File: src/rtl/tmf_pkg.sv
package tmf_pkg;

    localparam int SAMPLE_W = 12;
    localparam int MODE_W   = 3;
    localparam int MAX_TAKE = 18;
    localparam int CNT_W    = $clog2(MAX_TAKE + 1);
    localparam int SHIFT_W  = 3;

    typedef enum logic [MODE_W-1:0] {
        MODE_SINGLE  = 3'd0,
        MODE_PAIR    = 3'd1,
        MODE_TRIM4   = 3'd2,
        MODE_TRIM6   = 3'd3,
        MODE_TRIM10  = 3'd4,
        MODE_TRIM18  = 3'd5
    } avg_mode_e;

    // How one collection is run: sample count, divide shift, min/max removal
    typedef struct packed {
        logic [CNT_W-1:0]   take;
        logic [SHIFT_W-1:0] shift;
        logic               trim;
    } frame_plan_t;

    function automatic frame_plan_t plan_for(input logic [MODE_W-1:0] code);
        frame_plan_t p;
        case (avg_mode_e'(code))
            MODE_PAIR:   p = '{take: CNT_W'(2),  shift: SHIFT_W'(1), trim: 1'b0};
            MODE_TRIM4:  p = '{take: CNT_W'(4),  shift: SHIFT_W'(1), trim: 1'b1};
            MODE_TRIM6:  p = '{take: CNT_W'(6),  shift: SHIFT_W'(2), trim: 1'b1};
            MODE_TRIM10: p = '{take: CNT_W'(10), shift: SHIFT_W'(3), trim: 1'b1};
            MODE_TRIM18: p = '{take: CNT_W'(18), shift: SHIFT_W'(4), trim: 1'b1};
            default:     p = '{take: CNT_W'(1),  shift: SHIFT_W'(0), trim: 1'b0};
        endcase
        return p;
    endfunction

endpackage

File: src/rtl/tmf_plan_latch.sv
module tmf_plan_latch
    import tmf_pkg::*;
#(
    parameter int MW = MODE_W
) (
    input  logic          clk,
    input  logic          rst,
    input  logic          start,
    input  logic [MW-1:0] mode,
    output frame_plan_t   plan
);

    frame_plan_t plan_q;

    always_ff @(posedge clk) begin
        if (rst)
            plan_q <= plan_for('0);
        else if (start)
            plan_q <= plan_for(MODE_W'(mode));
    end

    assign plan = plan_q;

endmodule

File: src/rtl/tmf_extrema.sv
module tmf_extrema #(
    parameter int DW = tmf_pkg::SAMPLE_W
) (
    input  logic          clk,
    input  logic          rst,
    input  logic          init,
    input  logic          accept,
    input  logic [DW-1:0] sample,
    output logic [DW-1:0] lo_next,
    output logic [DW-1:0] hi_next
);

    logic [DW-1:0] lo_q;
    logic [DW-1:0] hi_q;

    // Running extremes including the sample offered this cycle
    always_comb begin
        lo_next = (sample < lo_q) ? sample : lo_q;
        hi_next = (sample > hi_q) ? sample : hi_q;
    end

    always_ff @(posedge clk) begin
        if (rst || init) begin
            lo_q <= '1;
            hi_q <= '0;
        end else if (accept) begin
            lo_q <= lo_next;
            hi_q <= hi_next;
        end
    end

    // once a sample is in, the kept minimum never exceeds the kept maximum
    assert_lo_le_hi_R8: assert property (@(posedge clk) disable iff (rst)
        (accept && !init) |=> (lo_q <= hi_q));

endmodule

File: src/rtl/tmf_accum.sv
module tmf_accum #(
    parameter int DW    = tmf_pkg::SAMPLE_W,
    parameter int SW    = DW + $clog2(tmf_pkg::MAX_TAKE),
    parameter int CW    = tmf_pkg::CNT_W
) (
    input  logic          clk,
    input  logic          rst,
    input  logic          init,
    input  logic          accept,
    input  logic [DW-1:0] sample,
    output logic [SW-1:0] sum_next,
    output logic [CW-1:0] cnt_next
);

    logic [SW-1:0] sum_q;
    logic [CW-1:0] cnt_q;

    assign sum_next = sum_q + SW'(sample);
    assign cnt_next = cnt_q + CW'(1);

    always_ff @(posedge clk) begin
        if (rst || init) begin
            sum_q <= '0;
            cnt_q <= '0;
        end else if (accept) begin
            sum_q <= sum_next;
            cnt_q <= cnt_next;
        end
    end

    // adding a sample never wraps the accumulator
    assert_no_overflow_R6: assert property (@(posedge clk) disable iff (rst)
        accept |-> (sum_next >= sum_q));

    // the count never runs past the largest burst
    assert_count_bound_R6: assert property (@(posedge clk) disable iff (rst)
        cnt_q <= CW'(tmf_pkg::MAX_TAKE));

endmodule

File: src/rtl/trimmed_mean_filter.sv
module trimmed_mean_filter
    import tmf_pkg::*;
#(
    parameter int DATA_W = SAMPLE_W
) (
    input  logic              clk,
    input  logic              rst,
    input  logic [MODE_W-1:0] mode,
    input  logic              start,
    input  logic              clear,
    input  logic              smp_valid,
    input  logic [DATA_W-1:0] smp_data,
    output logic              avg_valid,
    output logic [DATA_W-1:0] avg_data
);

    localparam int SUM_W = DATA_W + $clog2(MAX_TAKE);

    frame_plan_t       plan;
    logic              busy_q;
    logic              init;
    logic              accept;
    logic              last;
    logic [SUM_W-1:0]  sum_next;
    logic [CNT_W-1:0]  cnt_next;
    logic [DATA_W-1:0] lo_next;
    logic [DATA_W-1:0] hi_next;
    logic [SUM_W-1:0]  kept_sum;
    logic [SUM_W-1:0]  scaled;
    logic              valid_q;
    logic [DATA_W-1:0] data_q;

    assign init   = start | clear;
    assign accept = busy_q & smp_valid & ~init;
    assign last   = accept & (cnt_next == plan.take);

    tmf_plan_latch #(.MW(MODE_W)) u_plan (
        .clk   (clk),
        .rst   (rst),
        .start (start & ~clear),
        .mode  (mode),
        .plan  (plan)
    );

    tmf_accum #(.DW(DATA_W), .SW(SUM_W), .CW(CNT_W)) u_accum (
        .clk      (clk),
        .rst      (rst),
        .init     (init),
        .accept   (accept),
        .sample   (smp_data),
        .sum_next (sum_next),
        .cnt_next (cnt_next)
    );

    tmf_extrema #(.DW(DATA_W)) u_ext (
        .clk     (clk),
        .rst     (rst),
        .init    (init),
        .accept  (accept),
        .sample  (smp_data),
        .lo_next (lo_next),
        .hi_next (hi_next)
    );

    always_comb begin
        if (plan.trim)
            kept_sum = sum_next - SUM_W'(lo_next) - SUM_W'(hi_next);
        else
            kept_sum = sum_next;
        scaled = kept_sum >> plan.shift;
    end

    always_ff @(posedge clk) begin
        if (rst) begin
            busy_q  <= 1'b0;
            valid_q <= 1'b0;
            data_q  <= '0;
        end else begin
            valid_q <= last;
            if (last)
                data_q <= scaled[DATA_W-1:0];
            if (clear)
                busy_q <= 1'b0;
            else if (start)
                busy_q <= 1'b1;
            else if (last)
                busy_q <= 1'b0;
        end
    end

    assign avg_valid = valid_q;
    assign avg_data  = data_q;

    // a result only follows an accepted sample
    assert_valid_after_sample_R9: assert property (@(posedge clk) disable iff (rst)
        $rose(avg_valid) |-> $past(smp_valid));

    // the result strobe never lasts two cycles
    assert_single_pulse_R9: assert property (@(posedge clk) disable iff (rst)
        avg_valid |=> !avg_valid);

    // no result in the cycle after clear
    assert_clear_quiet_R11: assert property (@(posedge clk) disable iff (rst)
        clear |=> !avg_valid);

    // removing the extremes never drives the sum below zero
    assert_trim_no_underflow_R3: assert property (@(posedge clk) disable iff (rst)
        (last && plan.trim) |-> (sum_next >= (SUM_W'(lo_next) + SUM_W'(hi_next))));

    // the captured plan is held through a collection
    assert_plan_held_R13: assert property (@(posedge clk) disable iff (rst)
        (busy_q && !start) |=> $stable(plan));

endmodule

File: config.mk
export PLATFORM = sky130hd
export DESIGN_NAME = trimmed_mean_filter
export DESIGN_NICKNAME = d
export VERILOG_FILES = /design/src/rtl/tmf_pkg.sv /design/src/rtl/tmf_plan_latch.sv /design/src/rtl/tmf_extrema.sv /design/src/rtl/tmf_accum.sv /design/src/rtl/trimmed_mean_filter.sv
export SDC_FILE = /design/constraint.sdc
export NUM_CORES = 1
export LEC_CHECK = 0
export ABC_AREA = 1
export BUFFER_PORTS_ARGS = -buffer_cell sky130_fd_sc_hd__buf_2
export CAP_MARGIN = 5
export CORE_ASPECT_RATIO = 1.25
export CORE_MARGIN = 2
export CORE_UTILIZATION = 45
export CTS_BUF_LIST = sky130_fd_sc_hd__clkbuf_2
export DETAILED_ROUTE_END_ITERATION = 16
export GPL_TIMING_DRIVEN = 0
export SETUP_SLACK_MARGIN = 0.02
export SYNTH_ARGS = -nofsm -noshare
export SYNTH_HDL_FRONTEND = slang
export SYNTH_HIERARCHICAL = 1
export SYNTH_SLANG_ARGS = --single-unit
File: constraint.sdc
create_clock -name clk -period 3.55 [get_ports clk]
set_input_delay 0.355 -clock clk [delete_from_list [all_inputs] [get_ports clk]]
set_output_delay 0.355 -clock clk [all_outputs]
set_load 0.01 [all_outputs]
After elaboration in Yosys (flattened, before gate mapping)
Cells that the tools add are included.
Word-level totals
  register bits: 69
  input bits: 20
  output and inout port bits: 13
  word-level logic and storage cells: 39
Cells by class
  add/sub/neg operators: 4
  order comparisons: 2
  eq/ne operators: 6
  shift-type cells: 1
  mux-type cells: 6
  bitwise gates (word level): 7
  reduce and logical (&&, ||, !) cells: 3
Operators by type and width (number)
  9-bit one-hot mux with 5 select lines: 1
  17-bit by 12-bit subtractor with 17-bit output: 2
  12-bit two-way mux: 2
  17-bit by 12-bit adder with 17-bit output: 1
  17-bit two-way mux: 1
  17-bit by 3-bit >> shifter with 12-bit output: 1
  12-bit greater-than comparator: 1
  12-bit less-than comparator: 1
  3-bit by 2-bit == test with 1-bit output (second input constant): 2
  3-bit == test (second input constant): 2
  5-bit by 1-bit adder with 5-bit output (second input constant): 1
  5-bit == test: 1
  1-bit AND: 4
  3-bit by 1-bit == test with 1-bit output (second input constant): 1
  1-bit two-way mux: 2
  1-bit inverter: 2
  2-bit nonzero test: 1
  2-bit OR reduction: 1
  1-bit logical OR: 1
  1-bit OR: 1

Longest topological paths before layout
Gate-level depths: netlist (run 1).
  depth after elaboration: 6
  mapped depth: 31
  gate-level depth less buffers: 30

Cells and area by module
The synthesis (run 1) kept the hierarchy.
Modules (own cells, without submodules)
  trimmed_mean_filter: times used 1, cells each 433, area each 2513.7 µm², sequential area each 280.3 µm²
  tmf_extrema: times used 1, cells each 312, area each 1951.9 µm², sequential area each 480.5 µm²
  tmf_accum: times used 1, cells each 293, area each 1746.7 µm², sequential area each 440.4 µm²
  tmf_plan_latch: times used 1, cells each 56, area each 360.3 µm², sequential area each 160.2 µm²

Least setup slack after synthesis (run 1)
OpenSTA, ideal clock, no wires.
  path kind: in2reg
  start: in smp_data[11]
  end: reg data_q[10], in the netlist avg_data[10]
  library setup time: 0.113 ns
  arrival time: 3.333 ns
  required time: 3.437 ns
  setup slack: 0.103 ns
  stages on the path: 22
  buffers on the path: 1
  path through: ha_1 > a21oi_1 > o21ai_0 > a21oi_2 > buf_2 > nand3_1 > and2_1 > inv_1 > fa_1 > ha_1 > nand2_1 > inv_1 > a21oi_2 > nand3_2 > nand2_1 > nand3_1 > nand3_1 > nand3_2 > nand2_1 > nand2_1 > o21ai_1 > inv_1
Between the ends
  word-level cells in the longest chain between the ends: 6
  elaborated cells on any way between the ends: 9
  those cells by class: 3 x add/sub; 2 x order compare; 1 x shift; 3 x mux
RTL lines
  start, declared: line trimmed_mean_filter.sv:12  | input logic [DATA_W-1:0] smp_data,
  12-bit less-than comparator: line tmf_extrema.sv:18  | lo_next = (sample < lo_q) ? sample : lo_q;
  12-bit two-way mux: line tmf_extrema.sv:18
  named net lo_next[8]: line trimmed_mean_filter.sv:26  | logic [DATA_W-1:0] lo_next;
  17-bit by 12-bit subtractor with 17-bit output (2 in series): line trimmed_mean_filter.sv:67  | kept_sum = sum_next - SUM_W'(lo_next) - SUM_W'(hi_next);
  17-bit two-way mux: line trimmed_mean_filter.sv:66  | if (plan.trim)
  17-bit by 3-bit >> shifter with 12-bit output: line trimmed_mean_filter.sv:70  | scaled = kept_sum >> plan.shift;
  end signal, assigned: line trimmed_mean_filter.sv:81  | data_q <= scaled[DATA_W-1:0];
  end, declared: line trimmed_mean_filter.sv:31  | logic [DATA_W-1:0] data_q;
The timed path passes the listed nets, and every way through them passes these cells.
A chain may end at the register's enable or synchronous reset.

Final worst setup path (run 1)
  start: reg u_ext.lo_q[9]
  end: reg data_q[8], in the netlist avg_data[8]
Between the ends
  word-level cells in the longest chain between the ends: 6
RTL lines
  start, declared: line tmf_extrema.sv:13  | logic [DW-1:0] lo_q;
  start signal, assigned: line tmf_extrema.sv:27  | lo_q <= lo_next;
  12-bit less-than comparator: line tmf_extrema.sv:18
  12-bit two-way mux: line tmf_extrema.sv:18
  named net lo_next[5]: line trimmed_mean_filter.sv:26
  17-bit by 12-bit subtractor with 17-bit output (2 in series): line trimmed_mean_filter.sv:67
  17-bit two-way mux: line trimmed_mean_filter.sv:66
  17-bit by 3-bit >> shifter with 12-bit output: line trimmed_mean_filter.sv:70
The timed path passes the listed nets, and every way through them passes these cells.

==> results.yml, run 1 <==
sta:
  fin_crit_sh_pct: 105.4
  period_needed_ns: 3.742
  hold_violations: 0
  rsz0062_at_grt: "yes"
  worstMarginPinSlew_ns: 0.8647
  max_freq_mhz: 267.3
  timing.final.ws_setup_ns: -0.1916
  drv_slew: 0
  setup_viol: 12
  slew_headroom_pct: 41.82
  skew_ns: 0.02674
detailed_routing:
  wire_per_inst_um: 14.70
  drtPass1Iterations: 5
  drt_iter0_markers: 357
  drtAntennaViolNets: 0
  remaining_drc_errors: 0
  avgViaCountPerCell: 5.092
  totalWireLength_mm: 20.05
  vias: 6946
final_layout:
  post-route-util_pct: 59.77
  nets: 1264
  final_area_um2: 8574
  fill_cells: 1434
  syn_to_final_growth_pct: 30.46
  drive_gt1_share_pct: 32.57
grt:
  grtUsageTotal_pct: 25.42
  grt-ovfl-total: 0
  antenna_found_initial: 1
  grt_pass1_wl_mm: 31.94
  grt_max_degree: 14
  grt_pass1_vias: 6609
cts:
  clk_path_buf_depth: 2
  clk_latency_ns: 0.56
  cts.clk_slew.worst_paths_ns: 0.22
  cts.sinks: 68
  numCtsBuffers: 9
  cts_tree: "yes"
  root_buffer: "clkbuf_2"
  cts_htree_levels: 3
synthesis:
  syn_avg_cell_area_um2: 6.008
  synth_seq_area_share_pct: 20.71
  syn-num-nets: 1178
  synth_area_leaders: "dfxtp_1, nand2_1, nand3_1, inv_1, ha_1"
  synth-edff-count: 0
  synthTopCellsByCount: "nand2_1, inv_1, nand3_1"
  synth-simple-area-share_pct: 40.70
  ys_ff_latch: 68
  yosysWarnings: 6
  synthFlopType: "dfxtp_1"
  synth_area_um2: 6573
  yosysMostFrequentCell: "nand2_1"
  synth_top_family_by_area: "simple AND/OR/NAND/NOR gates"
  yosys.area_share.xor_xnor_pct: 2.132
  synthCells: 1094
  synth_compound_area_share_pct: 8.928
  synth.area.mux_share_pct: 0
  synth_area_leader_cell: "dfxtp_1"
  synth_top_cell_area_share_pct: 20.71
  yosysUniqueCellTypes: 40
  synthArstFlopShare_pct: 0
  synthAdderAreaFrac_pct: 13.67
pwr:
  switchingPower_mw: 0.9822
  power_leakage_nw: 4.343
  swShare_pct: 41.57
  seq_power_share_pct: 33.0
  combPwrFrac_pct: 46.1
  ir_worst_vdd_v: 0.0001595
  intPower_mw: 1.381
  clkPwrFrac_pct: 20.9
  power.density_nw_per_um2: 275.6
place:
  dpl_cell_area_um2: 6955
  dp_hpwl_mm: 14.78
  numPortBuffers: 32
  dp_slack_ns: -0.7508
  globalplace.congestion: 0.9016
setup_path:
  worstPathRequired_ns: 4.07
  path_class: "reg2reg"
  end_kind: "flop"
  arrival_ns: 4.26
  crit_path_start_kind: "flop"
  cp_max_fo: 5
status:
  status: "finished, violations left"
  violations: "negative setup slack"
die:
  initial_core_util_pct: 45.81
  die_h_um: 139.1
  die-area_um2: 15590
  coreArea_um2: 14350
  num_rows: 49
  chipWidth_um: 112.1
  io_pins: 33
flow_run:
  drv_cap: 0
worst_hold_path:
  hp-class: "in2reg"
area by class of cell:
type | instances | area, um2 | area share (%)
diodes | 1 | 2.502 | 0.02918
flip-flops and latches | 68 | 1386 | 16.17
inverters | 195 | 732.0 | 8.536
clock inverters | 7 | 77.57 | 0.9047
plain buffers | 35 | 207.7 | 2.422
multi-input cells | 796 | 5390 | 62.86
clock buffers | 9 | 45.04 | 0.5253
repair buffers | 75 | 510.5 | 5.954
well taps | 178 | 222.7 | 2.597
registers in the layout, summed over array words and instances (netlist names):
signal,flops
u_accum/sum_q,17
avg_data,12
u_ext/hi_q,12
u_ext/lo_q,12
u_plan/plan,8
u_accum/cnt_q,5
avg_valid,1
busy_q,1
cell families (layout without fill, tap and decap cells):
group	count (synthesis)	in the layout
AOI/OAI and AO/OA	111	111
DFF	68	68
adders and majority gates	64	64
other	0	1
buffers and inverters	230	321
xor gates and xnor gates	16	16
and+or+nand+nor	605	605
path summary, 6_finish.rpt:
kind                                            startpoint                     endpoint  slack, ns  cells after the start
worst max-delay path            u_ext/lo_q[9]$_SDFFE_PP1P_     avg_data[8]$_SDFFE_PP0P_      -0.19                     27
worst min-delay path                               mode[2]  u_plan/plan[7]$_SDFFE_PP0P_       0.05                      3
worst max register to register  u_ext/lo_q[9]$_SDFFE_PP1P_     avg_data[8]$_SDFFE_PP0P_      -0.19                     27
worst min register to register    avg_data[5]$_SDFFE_PP0P_     avg_data[5]$_SDFFE_PP0P_       0.47                      2
worst max-delay path: stages (launching register included):
cell and delay, ns:
dfxtp_2 0.38, inv_2 0.05, ha_4 0.28, nand2_4 0.06, nor4_4 0.29, nand2_2 0.16
nand2_4 0.12, buf_6 0.13, nand2_1 0.07, and2_4 0.14, inv_2 0.05, fa_1 0.45
ha_4 0.30, nand2_4 0.10, inv_1 0.06, nand2_2 0.07, nand2_2 0.06, nand2_2 0.09
nand3_2 0.09, nand2_2 0.10, nand2_2 0.05, nand2_2 0.08, nand3_2 0.07, nand3_1 0.09
nand2_1 0.06, nor2_1 0.16, nor2_1 0.07, nor2_1 0.08
layer usage:
metal	wire length [um]	track usage, %	vias to the layer above
li1	-	-	3612
met1	8338	29.95	3174
met2	10470	46.77	129
met3	632	2.579	31
met4	614	10.14	0
met5	0	0	-
what timing repair did:
action                                  in CTS  in global routing
cloned                                       3                  2
pin swaps                                   81                 65
hold buffers                                 2                  0
resized for setup                          191                109
setup buffers                               27                  9
endpoints found under the setup margin      12                 12
hold endpoints to repair                     2                  0
per-stage QoR:
stage	instances	hold WS (ns)	setup TNS [ns]	total power, mW
6_report	1364	0.04751	-1.855	2.363
5_1_grt	1364	0.002561	-4.035	2.518
4_1_cts	1352	0.00006634	-0.8139	2.273
3_5_place_dp	1304	0.4519	-8.026	1.519
3_3_place_gp	1304	0.4489	-7.809	1.515
2_1_floorplan	1094	0.4241	0	1.348
cell usage in the layout (no fill, tap or decap), types with 22 or more instances in the layout:
master   Yosys  routed
a21oi_1     73      62
ha_4         0      22
dfxtp_1     68      48
nand2_4      0      22
nand2_2     10      62
nand3_2      9      58
ha_1        51      28
nor2_1      72      61
buf_2       17      45
inv_1      190     161
nand2_1    315     241
inv_2        4      33
nand3_1    153     103
buf_4        4      39
power groups by stage:
stage	sequential [mW]	combinational [mW]	clock (mW)
floorplan	0.794	0.554	0
global route	0.782	1.19	0.542
detailed placement	0.796	0.723	0
global placement	0.795	0.719	0
finish	0.780	1.09	0.494
CTS	0.781	0.980	0.513
(Power assumes the default switching activity.)
==> run 2, diff against run 1 <==
- BUFFER_PORTS_ARGS: -buffer_cell sky130_fd_sc_hd__buf_2 -> -buffer_cell sky130_fd_sc_hd__buf_4
- CELL_PAD_IN_SITES_DETAIL_PLACEMENT: default -> 0
- CELL_PAD_IN_SITES_GLOBAL_PLACEMENT: default -> 2
- CORE_UTILIZATION: 45 -> 31
- PLACE_DENSITY_LB_ADDON: default -> 0.1
==> run 2 against run 1 <==
  * The run still ends with negative setup slack left
  * Maximum frequency down 0.54%
  * Non-clock buffer count down 6
  * Wire length up 11%
  * Power up 3.2%
  * Count of clock-buffer cells in the layout unchanged
  * Clock skew up 0.019 ns
  * Global-route usage down 4.8 points
  * Combinational power up 5%
  * Utilization down 17 points
  * Sequential cell count unchanged
  * First-iteration DRC count down 51%
  * Final cell count up 6.7%
  * Critical path type unchanged
  * Largest power group unchanged
==> results.yml, run 2 (synthesis gave the netlist of run 1 again) <==
worst_hold_path:
  min_from: "start"
  holdPathEnd: "busy_q$_SDFFE_PP0P_"
  hold_depth: 3
  hp-class: "in2reg"
cts:
  clk_path_buf_depth: 2
  cts.sinks: 68
  cts.clk_slew.worst_paths_ns: 0.23
  numCtsBuffers: 9
  root_buffer: "clkbuf_2"
  clk_latency_ns: 0.61
  cts_tree: "yes"
  cts_htree_levels: 3
setup_path:
  worstPathRequired_ns: 4.05
  r2r_end: "avg_data[10]$_SDFFE_PP0P_"
  cp_max_fo: 5
  r2r-start: "u_ext/hi_q[4]$_SDFFE_PP0P_"
  arrival_ns: 4.26
  end_kind: "flop"
  r2r_cells: 25
  r2r_setup_slack_ns: -0.21
  path_class: "reg2reg"
  crit_path_start_kind: "flop"
die:
  initial_core_util_pct: 31.57
  coreArea_um2: 20820
  chipWidth_um: 134.2
  num_rows: 59
  io_pins: 33
  die-area_um2: 22390
  die_h_um: 166.8
final_layout:
  final_area_um2: 8853
  largest_register: "u_accum/sum_q"
  drive_gt1_share_pct: 32.65
  syn_to_final_growth_pct: 34.70
  post-route-util_pct: 42.53
  largest_reg_flops: 17
  mostFrequentLayoutCells: "nand2_1, inv_1, nand3_1, nor2_1, nand2_2"
  multi_input_area_um2: 5479
  mostFrequentLayoutCell: "nand2_1"
  fin_cells: 1455
  fill_cells: 2316
  ff_latch_area_um2: 1386
  nets: 1258
grt:
  antenna_found_initial: 1
  grt_pass1_vias: 6776
  grtUsageTotal_pct: 20.62
  grt-ovfl-total: 0
  grt_pass1_wl_mm: 35.93
  grt_max_degree: 14
detailed_routing:
  drt_iter0_markers: 174
  wire_per_inst_um: 15.33
  vias: 6756
  totalWireLength_mm: 22.30
  remaining_drc_errors: 0
  drtAntennaViolNets: 0
  avgViaCountPerCell: 4.643
  drtPass1Iterations: 4
pwr:
  power_leakage_nw: 4.327
  swShare_pct: 42.41
  ir_worst_vdd_v: 0.0001354
  switchingPower_mw: 1.034
  intPower_mw: 1.404
  clkPwrFrac_pct: 21.0
  combPwrFrac_pct: 46.9
  power.density_nw_per_um2: 275.3
  seq_power_share_pct: 32.0
status:
  violations: "negative setup slack"
  status: "finished, violations left"
sta:
  skew_ns: 0.04587
  hold_violations: 0
  drv_slew: 0
  slew_headroom_pct: 38.00
  max_freq_mhz: 265.8
  period_needed_ns: 3.762
  setup_viol: 12
  fin_crit_sh_pct: 106.0
  timing.final.ws_setup_ns: -0.2119
  rsz0062_at_grt: "yes"
  worstMarginPinSlew_ns: 0.9215
place:
  dpl_cell_area_um2: 7156
  dp_hpwl_mm: 17.50
  globalplace.congestion: 0.8075
  numPortBuffers: 32
  dp.cells: 1400
flow_run:
  drv_cap: 0
-- run 2: how the worst max path moves through the flow --
stage / start / to / slack (ns) / cells past startpoint
5_1_grt: u_ext/hi_q[4]$_SDFFE_PP0P_ / avg_data[7]$_SDFFE_PP0P_ / -0.43 / 27
2_1_floorplan: smp_data[11] / avg_data[10]$_SDFFE_PP0P_ / 0.10 / 22
4_1_cts: u_ext/hi_q[7]$_SDFFE_PP0P_ / avg_data[10]$_SDFFE_PP0P_ / -0.16 / 26
3_5_place_dp: smp_data[0] / avg_data[9]$_SDFFE_PP0P_ / -0.88 / 23
6_report: u_ext/hi_q[4]$_SDFFE_PP0P_ / avg_data[10]$_SDFFE_PP0P_ / -0.21 / 25
3_3_place_gp: smp_data[0] / avg_data[9]$_SDFFE_PP0P_ / -0.90 / 23
-- run 2: power groups by stage --
stage / Combinational [mW] / Clock (mW) / Sequential, mW
after floorplan: 0.554 / 0 / 0.794
after global placement: 0.763 / 0 / 0.796
after detailed placement: 0.761 / 0 / 0.796
after CTS: 1.03 / 0.541 / 0.782
after global routing: 1.27 / 0.566 / 0.783
final: 1.14 / 0.513 / 0.781
-- run 2: what timing repair did --
action / 4_1_cts / 5_1_grt
gates cloned: 3 / 2
setup endpoints to repair: 12 / 12
hold buffers: 6 / 0
pin swaps: 69 / 61
endpoints found under the hold margin: 7 / 0
resized for setup: 193 / 128
setup buffers: 24 / 2
-- run 2: final cells by class --
type	instances	area share [%]
Multi-Input combinational cell	796	61.89
Sequential cell	68	15.66
Inverter	195	8.296
Timing Repair Buffer	69	6.430
Tap cell	274	3.872
Buffer	35	2.431
Clock inverter	7	0.8621
Clock buffer	9	0.5088
Antenna cell	2	0.05653
-- run 2: through the flow --
step	setup TNS [ns]	worst slack (ns)	hold WS, ns	power (mW)
after floorplan	0	0.1035	0.4241	1.348
after global routing	-4.471	-0.4325	0.07124	2.615
after global placement	-9.855	-0.9010	0.4488	1.559
after detailed placement	-9.636	-0.8810	0.4532	1.557
after CTS	-1.596	-0.1583	0.01822	2.349
final	-1.765	-0.2119	0.06533	2.438
-- run 2: worst max-delay path, stage by stage (launching register included) --
cell and delay, ns:
dfxtp_2 0.39, inv_2 0.04, ha_1 0.26, nand4_1 0.18, nor3_2 0.24, nand2_2 0.12
nand2_4 0.11, buf_8 0.15, nand2_4 0.06, nand2_4 0.08, inv_2 0.04, fa_1 0.50
ha_4 0.34, nand2_4 0.08, nor2_4 0.12, nand3b_1 0.14, nand3_2 0.12, nand2_2 0.08
nand2_2 0.07, nand2_2 0.07, nand2_1 0.06, nand2_1 0.07, nand3_2 0.10, a21oi_2 0.07
o21ai_1 0.13, inv_1 0.04
-- run 2: routing by layer --
metal  track usage, %  routed length (um)  up-vias  part of all wire, %
met1            24.27                9754     3059                   44
met4            4.302                 267        0                  1.2
li1                 -                   -     3610                    -
met3            2.527                 452       15                  2.0
met5                0                   0        -                    0
met2            39.44               11830       72                   53
